--- src/rtl/cmdp_pkg.sv ---
package cmdp_pkg;

   typedef enum logic [1:0] {
      ST_IDLE = 2'd0,
      ST_SEND = 2'd1,
      ST_WAIT = 2'd2,
      ST_LOCK = 2'd3
   } cmdp_state_t;

endpackage

--- src/rtl/cmdp_serializer.sv ---
module cmdp_serializer #(
   parameter int FRAME_W   = 48,
   parameter bit MSB_FIRST = 1'b1
) (
   input  logic               clk,
   input  logic               rst_n,
   input  logic               load,
   input  logic               shift,
   input  logic [FRAME_W-1:0] word,
   output logic               bit_o,
   output logic               last
);
   localparam int CW = $clog2(FRAME_W);

   logic [FRAME_W-1:0] shreg;
   logic [CW-1:0]      cnt;

   // bit counter
   always_ff @(posedge clk) begin
      if (!rst_n)      cnt <= '0;
      else if (load)   cnt <= '0;
      else if (shift && !last) cnt <= cnt + 1'b1;
   end

   assign last = (cnt == CW'(FRAME_W - 1));

   // direction variant picked at elaboration
   generate
      if (MSB_FIRST) begin : g_msb
         always_ff @(posedge clk) begin
            if (!rst_n)     shreg <= '0;
            else if (load)  shreg <= word;
            else if (shift) shreg <= {shreg[FRAME_W-2:0], 1'b0};
         end
         assign bit_o = shreg[FRAME_W-1];
      end else begin : g_lsb
         always_ff @(posedge clk) begin
            if (!rst_n)     shreg <= '0;
            else if (load)  shreg <= word;
            else if (shift) shreg <= {1'b0, shreg[FRAME_W-1:1]};
         end
         assign bit_o = shreg[0];
      end
   endgenerate

endmodule

--- src/rtl/cmdp_recovery.sv ---
module cmdp_recovery #(
   parameter int LOCK_CYC = 7,
   parameter int LOCK_REL = 2
) (
   input  logic clk,
   input  logic rst_n,
   input  logic arm,
   input  logic step,
   output logic drive_hi,
   output logic done
);
   localparam int LW = (LOCK_CYC > 1) ? $clog2(LOCK_CYC) : 1;

   logic [LW-1:0] cnt;

   always_ff @(posedge clk) begin
      if (!rst_n)              cnt <= '0;
      else if (arm)            cnt <= '0;
      else if (step && !done)  cnt <= cnt + 1'b1;
   end

   assign done     = (cnt == LW'(LOCK_CYC - 1));
   assign drive_hi = (cnt >= LW'(LOCK_REL));

endmodule

--- src/rtl/cmdp_status.sv ---
module cmdp_status #(
   parameter int REG_W   = 32,
   parameter int CPL_BIT = 23,
   parameter int NLINES  = 2
) (
   input  logic                    clk,
   input  logic                    rst_n,
   input  logic                    set,
   input  logic                    ack_wr,
   input  logic [REG_W-1:0]        ack_data,
   input  logic [NLINES*REG_W-1:0] mask_flat,
   output logic                    flag,
   output logic [NLINES-1:0]       irq
);
   logic unused_bits;
   assign unused_bits = ^{ack_data, mask_flat};

   // set has priority over an acknowledge in the same cycle
   always_ff @(posedge clk) begin
      if (!rst_n)                             flag <= 1'b0;
      else if (set)                           flag <= 1'b1;
      else if (ack_wr && ack_data[CPL_BIT])   flag <= 1'b0;
   end

   generate
      for (genvar i = 0; i < NLINES; i++) begin : g_line
         assign irq[i] = flag & mask_flat[i*REG_W + CPL_BIT];
      end
   endgenerate

endmodule

--- src/rtl/cmdp_ctrl.sv ---
module cmdp_ctrl
   import cmdp_pkg::*;
#(
   parameter int FRAME_W   = 48,
   parameter int REG_W     = 32,
   parameter int CPLEN_BIT = 12,
   parameter int NIEN_BIT  = 13,
   parameter int CPL_BIT   = 23,
   parameter int NLINES    = 2,
   parameter int LOCK_CYC  = 7,
   parameter int LOCK_REL  = 2,
   parameter bit MSB_FIRST = 1'b1
) (
   input  logic                    clk,
   input  logic                    rst_n,
   input  logic                    bit_en,
   input  logic                    path_en,
   input  logic                    cmd_start,
   input  logic [FRAME_W-1:0]      cmd_word,
   input  logic [REG_W-1:0]        cmd_ctrl,
   input  logic                    cmd_in,
   input  logic                    ack_wr,
   input  logic [REG_W-1:0]        ack_data,
   input  logic [NLINES*REG_W-1:0] irq_mask,
   output logic                    cmd_out,
   output logic                    cmd_oe,
   output logic                    busy,
   output logic                    cpl_flag,
   output logic [NLINES-1:0]       irq
);
   // elaboration-time parameter checks
   generate
      if (FRAME_W < 2)          begin : g_chk_fw  $error("FRAME_W must be at least 2"); end
      if (LOCK_REL >= LOCK_CYC) begin : g_chk_lk  $error("LOCK_REL must be below LOCK_CYC"); end
      if (CPL_BIT >= REG_W)     begin : g_chk_cb  $error("CPL_BIT out of range"); end
      if (CPLEN_BIT >= REG_W || NIEN_BIT >= REG_W)
                                begin : g_chk_ctl $error("control bit out of range"); end
      if (NLINES < 1)           begin : g_chk_nl  $error("NLINES must be at least 1"); end
   endgenerate

   cmdp_state_t st, st_nxt;
   logic        wait_q;
   logic        accept, shift, cpl_hit, step;
   logic        ser_bit, ser_last, lock_hi, lock_done;
   logic        unused_ctrl;

   assign unused_ctrl = ^cmd_ctrl;

   assign accept  = path_en && bit_en && (st == ST_IDLE) && cmd_start;
   assign shift   = path_en && bit_en && (st == ST_SEND);
   assign cpl_hit = path_en && bit_en && (st == ST_WAIT) && !cmd_in;
   assign step    = path_en && bit_en && (st == ST_LOCK);

   always_comb begin
      st_nxt = st;
      if (!path_en) begin
         st_nxt = ST_IDLE;
      end else if (bit_en) begin
         case (st)
            ST_IDLE: if (cmd_start) st_nxt = ST_SEND;
            ST_SEND: if (ser_last)  st_nxt = wait_q ? ST_WAIT : ST_IDLE;
            ST_WAIT: if (!cmd_in)   st_nxt = ST_LOCK;
            ST_LOCK: if (lock_done) st_nxt = ST_IDLE;
            default:                st_nxt = ST_IDLE;
         endcase
      end
   end

   always_ff @(posedge clk) begin
      if (!rst_n) begin
         st     <= ST_IDLE;
         wait_q <= 1'b0;
      end else begin
         st <= st_nxt;
         if (accept) wait_q <= cmd_ctrl[CPLEN_BIT] & cmd_ctrl[NIEN_BIT];
      end
   end

   cmdp_serializer #(
      .FRAME_W   (FRAME_W),
      .MSB_FIRST (MSB_FIRST)
   ) u_ser (
      .clk   (clk),
      .rst_n (rst_n),
      .load  (accept),
      .shift (shift),
      .word  (cmd_word),
      .bit_o (ser_bit),
      .last  (ser_last)
   );

   cmdp_recovery #(
      .LOCK_CYC (LOCK_CYC),
      .LOCK_REL (LOCK_REL)
   ) u_rec (
      .clk      (clk),
      .rst_n    (rst_n),
      .arm      (cpl_hit),
      .step     (step),
      .drive_hi (lock_hi),
      .done     (lock_done)
   );

   cmdp_status #(
      .REG_W   (REG_W),
      .CPL_BIT (CPL_BIT),
      .NLINES  (NLINES)
   ) u_sts (
      .clk       (clk),
      .rst_n     (rst_n),
      .set       (cpl_hit),
      .ack_wr    (ack_wr),
      .ack_data  (ack_data),
      .mask_flat (irq_mask),
      .flag      (cpl_flag),
      .irq       (irq)
   );

   assign cmd_oe  = (st == ST_SEND) || ((st == ST_LOCK) && lock_hi);
   assign cmd_out = (st == ST_SEND) ? ser_bit : 1'b1;
   assign busy    = (st != ST_IDLE);

endmodule

--- config.mk ---
export PLATFORM = sky130hd
export DESIGN_NAME = cmdp_ctrl
export DESIGN_NICKNAME = d
export VERILOG_FILES = /design/src/rtl/cmdp_pkg.sv /design/src/rtl/cmdp_serializer.sv /design/src/rtl/cmdp_recovery.sv /design/src/rtl/cmdp_status.sv /design/src/rtl/cmdp_ctrl.sv
export SDC_FILE = /design/constraint.sdc
export NUM_CORES = 1
export LEC_CHECK = 0
export BUFFER_PORTS_ARGS = -buffer_cell sky130_fd_sc_hd__buf_2
export CORE_ASPECT_RATIO = 0.7
export CORE_MARGIN = 2
export CORE_UTILIZATION = 45
export DETAILED_ROUTE_END_ITERATION = 7
export PLACE_DENSITY = 0.95
export SLEW_MARGIN = 20
export SYNTH_ARGS = -nofsm -noshare
export SYNTH_HDL_FRONTEND = slang
export SYNTH_SLANG_ARGS = --single-unit
--- constraint.sdc ---
create_clock -name clk -period 2.8 [get_ports clk]
set_input_delay 0.84 -clock clk [delete_from_list [all_inputs] [get_ports clk]]
set_output_delay 0.84 -clock clk [all_outputs]
set_load 0.01 [all_outputs]
### Word-level counts from Yosys, hierarchy flattened

Index checks and enable logic that the tools add are counted.

| word-level totals | value |
|---|---|
| flip-flop bits (word level) | 61 |
| bits of input ports | 183 |
| output and inout bits | 6 |
| logic and storage cells | 56 |

| cells by class | value |
|---|---|
| add/sub/neg operators | 2 |
| order comparisons | 1 |
| equal/unequal tests | 9 |
| mux-type cells | 11 |
| bitwise gates (word level) | 4 |
| reduce and logical (&&, ||, !) cells | 23 |

Operators by type and width:

| kind | number |
|---|---|
| two-way mux 48 bit | 2 |
| logical AND 1 bit | 11 |
| two-way mux 2 bit | 5 |
| one-hot mux 2 bit (4 select lines) | 1 |
| adder 6 x 1 -> 6 bit (second input constant) | 1 |
| equality test 6 bit (second input constant) | 1 |
| nonzero test 2 bit | 3 |
| AND reduction 5 bit | 1 |
| equality test 2 bit (second input constant) | 2 |
| != test 2 x 1 -> 1 bit (second input constant) | 2 |
| != test 2 bit (second input constant) | 2 |
| OR reduction 2 bit | 2 |
| adder 3 x 1 -> 3 bit (second input constant) | 1 |
| AND 1 bit | 3 |
| equality test 3 bit (second input constant) | 1 |
| greater-or-equal comparator 3 x 2 -> 1 bit (second input constant) | 1 |
| logical NOT 1 bit | 3 |
| two-way mux 1 bit | 3 |
| equality test 2 x 1 -> 1 bit (second input constant) | 1 |
| logical NOT 2 bit | 1 |
| AND reduction 2 bit | 1 |
| logical OR 1 bit | 1 |
| NOT 1 bit | 1 |

### Depth between registers and ports, before layout

| logic depth | value |
|---|---|
| depth after elaboration | 4 |
| gate-level depth with buffers | 7 |
| depth with buffers taken out | 6 |

### By module

From an unflattened synthesis, not the netlist that was laid out.

| second synthesis, totals | value |
|---|---|
| cells, all modules | 351 |
| area total of the unflattened synthesis | 3056.7 sq um |

By module, submodules not included:

| module | times used | cells each | area an instance (sq um) | sequential area each (sq um) |
|---|---|---|---|---|
| cmdp_serializer | 1 | 296 | 2566.2 | 1081.0 |
| cmdp_ctrl | 1 | 31 | 255.2 | 60.1 |
| cmdp_recovery | 1 | 18 | 185.2 | 60.1 |
| cmdp_status | 1 | 6 | 50.0 | 20.0 |

### Worst setup path before layout

OpenSTA, ideal clock, no wires.

| path | value |
|---|---|
| path type | input to output |
| from | input port irq_mask[23] |
| to | output port irq[0] |
| data arrival time | 1.005 ns |
| data required time | 1.960 ns |
| path slack | 0.955 ns |
| cell stages on the path | 1 |
| path buffers | 0 |
| cell sequence | and2_1 |

| between the ends | value |
|---|---|
| cells in the longest elaborated chain, start to end | 1 |

Ends and longest elaborated chain:

| item | line | text |
|---|---|---|
| start: declaration | cmdp_ctrl.sv:24 | `input logic [NLINES*REG_W-1:0] irq_mask,` |
| AND 1 bit | cmdp_status.sv:27 | `assign irq[i] = flag & mask_flat[i*REG_W + CPL_BIT];` |
| end: declaration | cmdp_ctrl.sv:29 | `output logic [NLINES-1:0] irq` |

No other way between the ends.

==> results.yml <==
logic_synthesis:
  synth_nets: 458
  syn_area_sq_um: 2750
  async_reset_ff_share_pct: 0
  synth_cells: 272
  netlist.area_leader.share_pct: 44.3
  ys_top_cells_by_count: "dfxtp_1, nand2_1, nor2b_1"
  synth_edf_count: 0
  synth-seq-area-share_pct: 44.3
  synth.most_common_cell: "dfxtp_1"
  synth_largest_area_cell: "dfxtp_1"
  ys_top_cells_by_area: "dfxtp_1, a222oi_1, nor2b_1"
  ys.flop_type: "dfxtp_1"
  syn_area_per_cell_sq_um: 10.1
  ys.warnings.count: 0
  synth_cell_type_count: 37
  ys_seq_elements: 61
detailed_routing:
  num_vias: 2342
  antenna_left: 0
  dr.first_iter.drc_count: 166
  totalWireLength_um: 6100
  drcViolationCount: 0
  vias_per_cell: 5.68
  drt_first_pass_iters: 7
  wl_per_cell_um: 14.8
timing:
  fmax_mhz: 434
  setup_violations: 0
  post-route-period-util_pct: 82.3
  slew_headroom_pct: 56.2
  timing.hold.ws_ps: 451
  worstMarginPinSlew_ps: 657
  slew_viol_final: 0
  finalSetupTns_ps: 0
  min_period_ps: 2300
  final.setup.worst_slack_ps: 497
  finalHoldViolCount: 0
  rsz0062_at_grt: "no"
  skew_ps: 5.51
final_layout:
  fin_util_pct: 57.3
  drive_gt1_share_pct: 34.4
  finalNonFillerCells: 412
  n_antenna_cell: 0
  design_area_sq_um: 3330
  nNetsFinal: 518
  area_growth_pct: 21.0
critical_path:
  crit_chain: "inv_1, o41a_1, buf_2"
  slowest_delay_ps: 480
  worstSetupStartpointType: "flip-flop"
  crit_family: "flip-flops"
  path_class: "reg -> out"
  crit_fanout: 9
  timing.critical_path.buf_inv: 2
  arrival_ps: 1460
  cpMaxStageDelayCell: "dfxtp_1"
  end_kind: "output port"
  regToRegSetupSlack_ps: 1080
  critical_path_required_ps: 1960
clock_network:
  clock-sinks: 61
  cts_buffers: 9
  htreeDepth: 3
  clockRootBuffer: "clkbuf_8"
  clk_pin_slew_ps: 60
  cts_hold_buffers: 0
  cts_resized: 0
  cts_tree: "yes"
  clock_latency_ps: 330
  clockBufferDepth: 2
  cts_setup_buffers: 0
floorplanning:
  die_area_sq_um: 6770
  placementRows: 23
  fp.coreArea_sq_um: 5810
  die_x_um: 97.5
  initial_core_util_pct: 47.4
  die_h_um: 69.5
  ios: 189
min_path:
  min_path_type: "reg -> reg"
global_routing:
  grtUsageTotal_pct: 18.5
  antenna_found_initial: 0
  grt_overflow: 0
  grt_start_max_net_pins: 44
  grt_pass1_wl_um: 10100
  first_global_vias: 2199
power_and_ir_drop:
  p_leak_nw: 1.24
  ir_drop_v: 0.000354
  p_total_mw: 1.93
  power.density_nw_per_um2: 578
placement:
  place.detailed.hpwl_um: 4250
  gp_congestion: 0.792
  portBuffers: 65
  dp_cells: 396
  dpl_worst_slack_ps: 605
  placed_cell_area_sq_um: 3110
run:
  maxCapViolCount: 0
run_status:
  status: "finished, final reports clean"
==> worst reg2reg max path: stages, from the launching register on <==
cell,delay [ps]
dfxtp_1,510
and4b_2,450
buf_4,370
a22oi_1,150
a21boi_1,170
==> cells in the final DEF (no fill, tap or decap), types with 4 or more instances in the layout <==
master and count:
nor2_1 11, nor2b_1 27, a21boi_2 12, buf_2 65, nand4_1 4, a21oi_1 6
nand2b_1 4, buf_4 5, nand2_1 28, a222oi_1 25, inv_1 4, clkbuf_8 11
a21boi_1 13, a22oi_2 11, dfxtp_1 61, a22oi_1 11
==> kinds of logic (layout without fill, tap and decap cells) <==
kind of cell | Yosys count | after routing | synth area share, %
DFF | 61 | 61 | 44.3
and+or+nand+nor | 91 | 91 | 17.9
adders and majority gates | 3 | 3 | 1.36
muxes | 2 | 2 | 0.727
buffers and inverters | 26 | 91 | 5.72
xor gates and xnor gates | 4 | 4 | 1.27
AOI/OAI and AO/OA | 85 | 85 | 28.6
==> cell type report <==
class / instances / area, sq um
Fill cell: 505 / 2480
Multi-Input combinational cell: 185 / 1390
Sequential cell: 61 / 1220
Timing Repair Buffer: 71 / 383
Clock buffer: 12 / 155
Tap cell: 75 / 93.8
Clock inverter: 4 / 70.1
Inverter: 4 / 15.0
==> power breakdown <==
part           internal, mW  leakage, nW  switching [mW]
Combinational        0.0775        0.630          0.0740
Sequential            0.892        0.495          0.0149
Clock                 0.547        0.116           0.320
Total                  1.52         1.24           0.409
==> registers in the layout, indices dropped and copies added (netlist names), named ones only <==
| signal | count |
|---|---|
| u_ser.shreg | 48 |
| u_ser.cnt | 6 |
| wait_q | 1 |
| u_rec.cnt | 3 |
| st | 1 |
| u_sts.flag | 1 |
==> path summary, 6_finish.rpt <==
check	from	end	cells past startpoint
hold / removal	u_ser.shreg[17]	u_ser.shreg[17]	2
setup reg to reg	st[0]	u_ser.shreg[19]	4
setup / recovery	flip-flop	cmd_oe	3
hold reg to reg	u_ser.shreg[17]	u_ser.shreg[17]	2
==> layer usage <==
metal	part of all wire [%]	global-route usage, %
met5	0	0
met3	5.8	5.95
met2	49	30.5
met4	0.79	6.48
met1	45	22.9
Note: power is estimated with default switching activity, not from simulation.
